==> config.mk <==
export PLATFORM = sky130hd
export DESIGN_NAME = scoreboard_ctrl
export DESIGN_NICKNAME = d
export VERILOG_FILES = /design/src/rtl/scoreboard_ctrl.sv
export SDC_FILE = /design/constraint.sdc
export NUM_CORES = 1
export LEC_CHECK = 0
export BUFFER_PORTS_ARGS = -buffer_cell sky130_fd_sc_hd__buf_2
export CAP_MARGIN = 10
export CELL_PAD_IN_SITES_DETAIL_PLACEMENT = 1
export CELL_PAD_IN_SITES_GLOBAL_PLACEMENT = 1
export CORE_UTILIZATION = 54
export DETAILED_ROUTE_END_ITERATION = 10
export PLACE_DENSITY_LB_ADDON = 0.3
export SYNTH_ARGS = -nofsm -noshare
export SYNTH_HDL_FRONTEND = slang
export SYNTH_SLANG_ARGS = --single-unit
==> constraint.sdc <==
create_clock -name clk -period 8.2 [get_ports clk]
set_input_delay 0.82 -clock clk [delete_from_list [all_inputs] [get_ports clk]]
set_output_delay 0.82 -clock clk [all_outputs]
set_load 0.05 [all_outputs]
==> src/rtl/scoreboard_ctrl.sv <==
`timescale 1ns/1ps
module scoreboard_ctrl #(
  parameter int NREG    = 32,
  parameter int TW      = 6,
  parameter int LAT_INT = 1,
  parameter int LAT_ADD = 2,
  parameter int LAT_MUL = 10,
  parameter int LAT_DIV = 40
) (
  input  logic                      clk,
  input  logic                      rst_n,
  input  logic                      in_valid,
  input  logic [1:0]                in_op,
  input  logic [$clog2(NREG)-1:0]   in_dst,
  input  logic [$clog2(NREG)-1:0]   in_src1,
  input  logic [$clog2(NREG)-1:0]   in_src2,
  output logic                      in_ready,
  output logic                      iss_fire,
  output logic [TW-1:0]             iss_tag,
  output logic [3:0]                rd_fire,
  output logic [3:0]                ex_fire,
  output logic [3:0]                wr_fire,
  output logic [4*TW-1:0]           fu_tag
);
  localparam int NFU = 4;
  localparam int RW  = $clog2(NREG);
  localparam int CW  = $clog2(LAT_INT + LAT_ADD + LAT_MUL + LAT_DIV + 1);

  logic [NFU-1:0] busy, rdone, exdone, rj, rk, war;
  logic [RW-1:0]  fi [NFU];
  logic [RW-1:0]  fj [NFU];
  logic [RW-1:0]  fk [NFU];
  logic [1:0]     qj [NFU];
  logic [1:0]     qk [NFU];
  logic [CW-1:0]  cnt [NFU];
  logic [TW-1:0]  tg [NFU];
  logic [NREG-1:0] rs_v;
  logic [1:0]     rs_q [NREG];
  logic [TW-1:0]  tag_ctr;
  logic           j_rdy, k_rdy;

  function automatic logic [CW-1:0] lat_m1(input int u);
    case (u)
      0:       return CW'(LAT_INT - 1);
      1:       return CW'(LAT_ADD - 1);
      2:       return CW'(LAT_MUL - 1);
      default: return CW'(LAT_DIV - 1);
    endcase
  endfunction

  always_comb begin
    for (int u = 0; u < NFU; u++) begin
      war[u] = 1'b0;
      for (int v = 0; v < NFU; v++)
        if (v != u && busy[v] &&
            ((rj[v] && fj[v] == fi[u]) || (rk[v] && fk[v] == fi[u])))
          war[u] = 1'b1;
    end
  end

  assign rd_fire  = busy & ~rdone & rj & rk;
  assign wr_fire  = busy & exdone & ~war;
  assign in_ready = ~busy[in_op] & ~rs_v[in_dst];
  assign iss_fire = in_valid & in_ready;
  assign iss_tag  = tag_ctr;
  assign j_rdy    = ~rs_v[in_src1] | wr_fire[rs_q[in_src1]];
  assign k_rdy    = ~rs_v[in_src2] | wr_fire[rs_q[in_src2]];

  for (genvar u = 0; u < NFU; u++) begin : g_out
    assign ex_fire[u] = busy[u] & rdone[u] & ~exdone[u] & (cnt[u] == '0);
    assign fu_tag[u*TW +: TW] = tg[u];
  end

  always_ff @(posedge clk) begin
    if (!rst_n) begin
      busy <= '0; rdone <= '0; exdone <= '0; rj <= '0; rk <= '0;
      rs_v <= '0; tag_ctr <= '0;
      for (int u = 0; u < NFU; u++) begin
        fi[u] <= '0; fj[u] <= '0; fk[u] <= '0; qj[u] <= '0; qk[u] <= '0;
        cnt[u] <= '0; tg[u] <= '0;
      end
      for (int r = 0; r < NREG; r++) rs_q[r] <= '0;
    end else begin
      for (int u = 0; u < NFU; u++) begin
        if (wr_fire[u]) begin
          busy[u] <= 1'b0;
          rs_v[fi[u]] <= 1'b0;
          for (int g = 0; g < NFU; g++)
            if (busy[g] && !rdone[g]) begin
              if (!rj[g] && qj[g] == 2'(u)) rj[g] <= 1'b1;
              if (!rk[g] && qk[g] == 2'(u)) rk[g] <= 1'b1;
            end
        end
        if (rd_fire[u]) begin
          rdone[u] <= 1'b1;
          rj[u] <= 1'b0;
          rk[u] <= 1'b0;
          cnt[u] <= lat_m1(u);
        end else if (busy[u] && rdone[u] && !exdone[u]) begin
          if (cnt[u] == '0) exdone[u] <= 1'b1;
          else cnt[u] <= cnt[u] - 1'b1;
        end
      end
      if (iss_fire) begin
        busy[in_op]   <= 1'b1;
        rdone[in_op]  <= 1'b0;
        exdone[in_op] <= 1'b0;
        fi[in_op] <= in_dst;
        fj[in_op] <= in_src1;
        fk[in_op] <= in_src2;
        qj[in_op] <= rs_q[in_src1];
        qk[in_op] <= rs_q[in_src2];
        rj[in_op] <= j_rdy;
        rk[in_op] <= k_rdy;
        tg[in_op] <= tag_ctr;
        rs_v[in_dst] <= 1'b1;
        rs_q[in_dst] <= in_op;
        tag_ctr <= tag_ctr + 1'b1;
      end
    end
  end

  a_r1_tag_step: assert property (@(posedge clk) disable iff (!rst_n)
    iss_fire |=> iss_tag == TW'($past(iss_tag) + 1'b1));

  a_r2_unit_held: assert property (@(posedge clk) disable iff (!rst_n)
    iss_fire |=> !(iss_fire && in_op == $past(in_op)));

  for (genvar u = 0; u < NFU; u++) begin : g_chk
    a_r4_single_read: assert property (@(posedge clk) disable iff (!rst_n)
      rd_fire[u] |=> !rd_fire[u]);
    a_r5_single_done: assert property (@(posedge clk) disable iff (!rst_n)
      ex_fire[u] |=> !ex_fire[u]);
    a_r6_no_wr_with_ex: assert property (@(posedge clk) disable iff (!rst_n)
      wr_fire[u] |-> !ex_fire[u]);
    for (genvar v = 0; v < NFU; v++) begin : g_pair
      if (v > u) begin : g_waw
        a_r3_waw_distinct: assert property (@(posedge clk) disable iff (!rst_n)
          (wr_fire[u] && wr_fire[v]) |-> fi[u] != fi[v]);
      end
      if (v != u) begin : g_war
        a_r7_war_order: assert property (@(posedge clk) disable iff (!rst_n)
          (wr_fire[u] && rd_fire[v]) |-> (fj[v] != fi[u] && fk[v] != fi[u]));
      end
    end
  end
endmodule

Word level (Yosys, flattened, before mapping)
Memories as Yosys holds them, arrays and structs flattened.
Index checks and enable logic that the tools add are counted.
{ "totals": {"ram_bits": 188, "n_memories": 8, "wordCells": 516, "output_inout_bits": 44, "ff_bits": 58} }
{ "classes": {"n_eq_ne": 48, "reduce_logical": 133, "bitwise_logic": 52, "add_sub_neg": 5, "mux": 247, "order_cmp": 16} }
{ "mem_list": {"columns": ["name", "words", "width", "read_ports", "rd_ports_with_merged_regs", "write_ports", "line", "source"], "rows": [
  ["rs_q", 32, 2, 2, 0, 32, "38", "logic [1:0] rs_q [NREG];"],
  ["cnt", 4, 6, 4, 0, 4, "35", "logic [CW-1:0] cnt [NFU];"],
  ["tg", 4, 6, 4, 0, 4, "36", "logic [TW-1:0] tg [NFU];"],
  ["fi", 4, 5, 4, 0, 4, "30", "logic [RW-1:0] fi [NFU];"],
  ["fj", 4, 5, 4, 0, 4, "31", "logic [RW-1:0] fj [NFU];"],
  ["fk", 4, 5, 4, 0, 4, "32", "logic [RW-1:0] fk [NFU];"],
  ["+2 memories", null, null, null, null, null, null, null]
]} }
{ "op_table": {"columns": ["operator", "count"], "rows": [
  ["32-bit two-way mux", 9],
  ["1-bit two-way mux", 175],
  ["32-bit AND", 4],
  ["32-bit NOT", 4],
  ["5-bit == test", 24],
  ["6-bit two-way mux", 17],
  ["1-bit logical AND", 86],
  ["4-bit two-way mux", 19],
  ["5-bit by 6-bit less-than comparator with 1-bit output, second input constant", 7],
  ["2-bit == test, second input constant", 16],
  ["32-bit OR", 1],
  ["4-bit AND", 7],
  ["1-bit demux with 5-bit select", 5],
  ["5-bit by 1-bit >= comparator with 1-bit output, second input constant", 5],
  ["6-bit zero test", 4],
  ["6-bit by 1-bit subtractor with 6-bit output, second input constant", 4],
  ["5-bit two-way mux", 4],
  ["2-bit two-way mux", 9],
  ["2-bit by 1-bit == test with 1-bit output, second input constant", 8],
  ["1-bit zero test", 16],
  ["2-bit zero test", 8],
  ["1-bit binary-select mux with 5-bit select", 3],
  ["5-bit OR reduction", 3],
  ["1-bit AND", 14],
  ["other kinds (13)", 49]
]} }

Longest topological paths before layout
{ "logic_depth": {"word_depth": 30, "ltp_mapped": 12, "mapped_depth_nobuf": 9} }

Worst setup path before layout
OpenSTA, ideal clock, no wires.
{ "synth_timing": {"kind": "in2reg", "start": "in in_dst[0]", "end": "mem fi[3][0] in the netlist's numbering (enable)", "path_stages": 8, "required_time_ns": 7.816, "t_arrival_ns": 3.413, "setup_ns": 0.384, "path_slack_ns": 4.404, "path_buffers": 2, "path_cell_list": "buf_2 mux4_2 a22oi_1 o211ai_1 nor3_1 buf_2 nand3_1 nand2_1"} }
{ "synth_rtl": {"columns": ["item", "line", "source"], "rows": [
  ["from (decl)", "14", "input logic [$clog2(NREG)-1:0] in_dst,"],
  ["to (decl)", "30", null]
]} }

==> impl_metrics.json <==
{
  "grt_max_degree": 79,
  "fin_crit_sh_pct": 61.1,
  "portBuffers": 63,
  "first_iter_violations": 1643,
  "gp_congestion": 1.02,
  "yosysWarnings": 0,
  "synthToLayoutAreaGrowth_pct": 8.89,
  "wl_per_cell_um": 30.3,
  "detail-route-antenna-nets": 0,
  "slowest_delay_ns": 1.03,
  "p_switching_uw": 882,
  "coreArea_um2": 26900,
  "power.share.switching_pct": 28.1,
  "finalWirelength_mm": 53.5,
  "hold_slack_ns": 0.501,
  "fillers": 2900,
  "syn_nets": 1432,
  "finalWorstSetupSlack_ns": 3.19,
  "drc_errors": 0,
  "total_leakage_power_nw": 6.12,
  "outcome": "finished clean",
  "track_usage_pct": 38.5,
  "crit_required_ns": 7.38,
  "cts.sinks": 246,
  "synthCells": 1403,
  "start_util_pct": 54.8,
  "muxShareOfSynthArea_pct": 10.5,
  "viasPerCell": 7.10,
  "crit_chain": "xnor2_1 > nand4_1 > nor3_1 > a2111oi_0 > nand2_1 > inv_1 > buf_2",
  "worst-path-max-fanout": 22,
  "synth_compound_area_share_pct": 8.64,
  "synth_top_family_by_area": "simple AND/OR/NAND/NOR gates",
  "mappedNetlistArea_um2": 14700,
  "synth_top_area_share_pct": 38.3,
  "post_cts_buffers": 0,
  "crit_slowest_cell": "edfxtp_1",
  "critPathArrivalTime_ns": 4.19,
  "ys_seq_area_share_pct": 46.2,
  "skew_ns": 0.0254,
  "crit_type": "flip-flop to output port",
  "fmax_ghz": 0.200,
  "pwr-share-comb_pct": 11.9,
  "ir_worst_vdd_mv": 0.199,
  "yosysUniqueCellTypes": 72,
  "power_mw": 3.14,
  "slew_violations": 0,
  "grt_pass1_wl_mm": 79.8,
  "setup_violations": 0,
  "synth-edff-count": 188,
  "syn_area_per_cell_um2": 10.5,
  "tns_ns": 0,
  "cts.htree.levels": 1,
  "synth-simple-area-share_pct": 21.6,
  "final_area_um2": 16000,
  "rsz0062_at_grt": "no",
  "stdcell_count": 1767,
  "placed_area_um2": 15100,
  "cts_buffers": 28,
  "clock_latency_ns": 0.56,
  "async_reset_ff_share_pct": 0,
  "relSlewSlack_pct": 10.5,
  "power_frac_seq_pct": 47.3,
  "clockPowerShare_pct": 40.8,
  "place_ws_ns": 3.03,
  "first_pass_iters": 6,
  "synth_seq_cells": 246,
  "hold_class": "flip-flop to flip-flop",
  "start_kind": "flip-flop",
  "p_int_mw": 2.26,
  "drive_gt1_share_pct": 13.3,
  "placed_cells": 1713,
  "synth-xor-area-share_pct": 8.09,
  "hold_buffers": 0,
  "rows": 60,
  "grt_pass1_vias": 12900,
  "synthTopCellsByArea": "edfxtp_1 (38%), dfxtp_1 (7.9%), mux4_2 (6.6%), xnor2_1 (5.6%), and3_1 (4.7%)",
  "vias": 12600,
  "worst_pin_slew_ns": 1.34,
  "final_core_util_pct": 59.7,
  "die-area_um2": 27900,
  "hold_viol_final": 0,
  "cts_tree": "built",
  "nNetsFinal": 1432,
  "die_h_um": 167,
  "clk_pin_slew_ns": 0.07,
  "die_w_um": 167,
  "critPathCaptureType": "output port",
  "grt.overflow.total": 0,
  "place_hpwl_mm": 36.3,
  "io_pins": 64,
  "min_period_ns": 5.01,
  "drv_cap": 0,
  "cts-root-buf": "clkbuf_16",
  "clockBufferDepth": 3,
  "yosys.area.top_type": "edfxtp_1",
  "synthFlopType": "edfxtp_1",
  "power.density_nw_per_um2": 196,
  "synthAdderAreaFrac_pct": 0.765,
  "antenna_found_initial": 1,
  "post_cts_resized": 0
}
[path summary, 6_finish.rpt]
check | from | endpoint | slack (ns) | depth (start not counted)
max | fi[1][2] | wr_fire[1] | 3.19 | 7
min | rdone[0] | rdone[0] | 0.50 | 2
min reg2reg | rdone[0] | rdone[0] | 0.50 | 2
max reg2reg | rs_v[31] | tg[2][1] | 3.95 | 7
[registers in the layout, indices dropped and copies added (netlist names)]
register,count
fi,20
rs_q,64
exdone,4
fk,20
qj,8
fj,20
qk,8
rs_v,32
iss_tag,6
rk,4
busy,4
rj,4
tg,24
rdone,4
cnt,24
[Yosys cell counts (all sizes together), types with 3 or more instances]
cell     instances
a211o            3
a211oi           8
a21boi           4
a21oi            8
a221o            3
a22oi            7
and2            29
and3           110
buf             51
clkbuf          58
dfxtp           58
edfxtp         188
ha               9
inv             29
mux2             4
mux2i           27
mux4            53
nand2          131
nand2b          15
nand3           33
nand3b          12
nand4           39
nor2           122
nor2b           21
nor3            42
nor3b            9
nor4            12
o2111ai         20
o211ai          10
o21ai           35
o221ai           4
o22ai           32
o2bb2ai          3
o31ai           15
or2              8
or3             11
or4             11
xnor2           95
xor2            41
[power groups by stage]
| stage | registers [mW] | logic (mW) | clock network (mW) |
|---|---|---|---|
| floorplan | 1.48 | 0.253 | 0 |
| detailed placement | 1.50 | 0.359 | 0 |
| global route | 1.49 | 0.393 | 1.32 |
| global placement | 1.50 | 0.344 | 0 |
| CTS | 1.48 | 0.366 | 1.28 |
| finish | 1.49 | 0.375 | 1.28 |
[worst max-delay path, delay by kind of cell, from the launching register on]
| kind | cells | cell delay [ns] |
|---|---|---|
| flip-flops | 1 | 1.03 |
| XOR/XNOR | 1 | 0.19 |
| AND/OR/NAND/NOR | 3 | 0.63 |
| buffers and inverters | 2 | 1.19 |
| AO/OA/AOI/OAI | 1 | 0.59 |
[cell families after synthesis]
family | after synthesis
AOI/OAI and AO/OA | 177
and+or+nand+nor | 611
buffers and inverters | 140
adders and majority gates | 9
DFF | 246
xor gates and xnor gates | 136
muxes | 84
[routing by layer]
| metal | vias to the layer above | global-route usage [%] | wire length [um] |
|---|---|---|---|
| met5 | - | 3.13 | 88 |
| met4 | 2 | 17.9 | 2610 |
| met3 | 184 | 9.69 | 6310 |
| met2 | 909 | 61.3 | 24600 |
| met1 | 6234 | 49.2 | 19900 |
| li1 | 5222 | - | - |
[layout by cell type, fill, tap and decap left out, types with 5 or more instances in the layout]
master and instances:
edfxtp_1 188, o2111ai_1 20, o31ai_1 15, a22oi_1 7, clkinv_1 5, o22ai_1 32, a211oi_1 7, a21oi_1 8
xnor2_1 95, mux4_1 10, and3_1 110, nand2_1 131, mux4_2 43, nand4_1 39, clkbuf_8 5, clkinv_2 7
nand2b_1 15, or4_1 9, nor3b_1 9, dfxtp_1 58, o211ai_1 10, or2_2 5, xor2_1 41, nor4_1 12
buf_4 15, nand3b_1 12, buf_2 63, nand3_1 33, nor2b_1 21, nor3_1 37, inv_1 29, nor2_1 122
o21ai_0 33, ha_1 9, clkbuf_16 28, mux2i_1 27, and2_1 29, or3_1 11
[layout make-up]
class	instances	area (um2)	share of cell area [%]
Clock inverter	16	150	0.936
Clock buffer	36	781	4.87
Tap cell	341	427	2.66
Sequential cell	246	6810	42.4
Inverter	31	116	0.726
Multi-Input combinational cell	1017	7310	45.6
Timing Repair Buffer	79	439	2.74
Antenna cell	1	2.50	0.0156
Power figures use the tool's default switching activity.
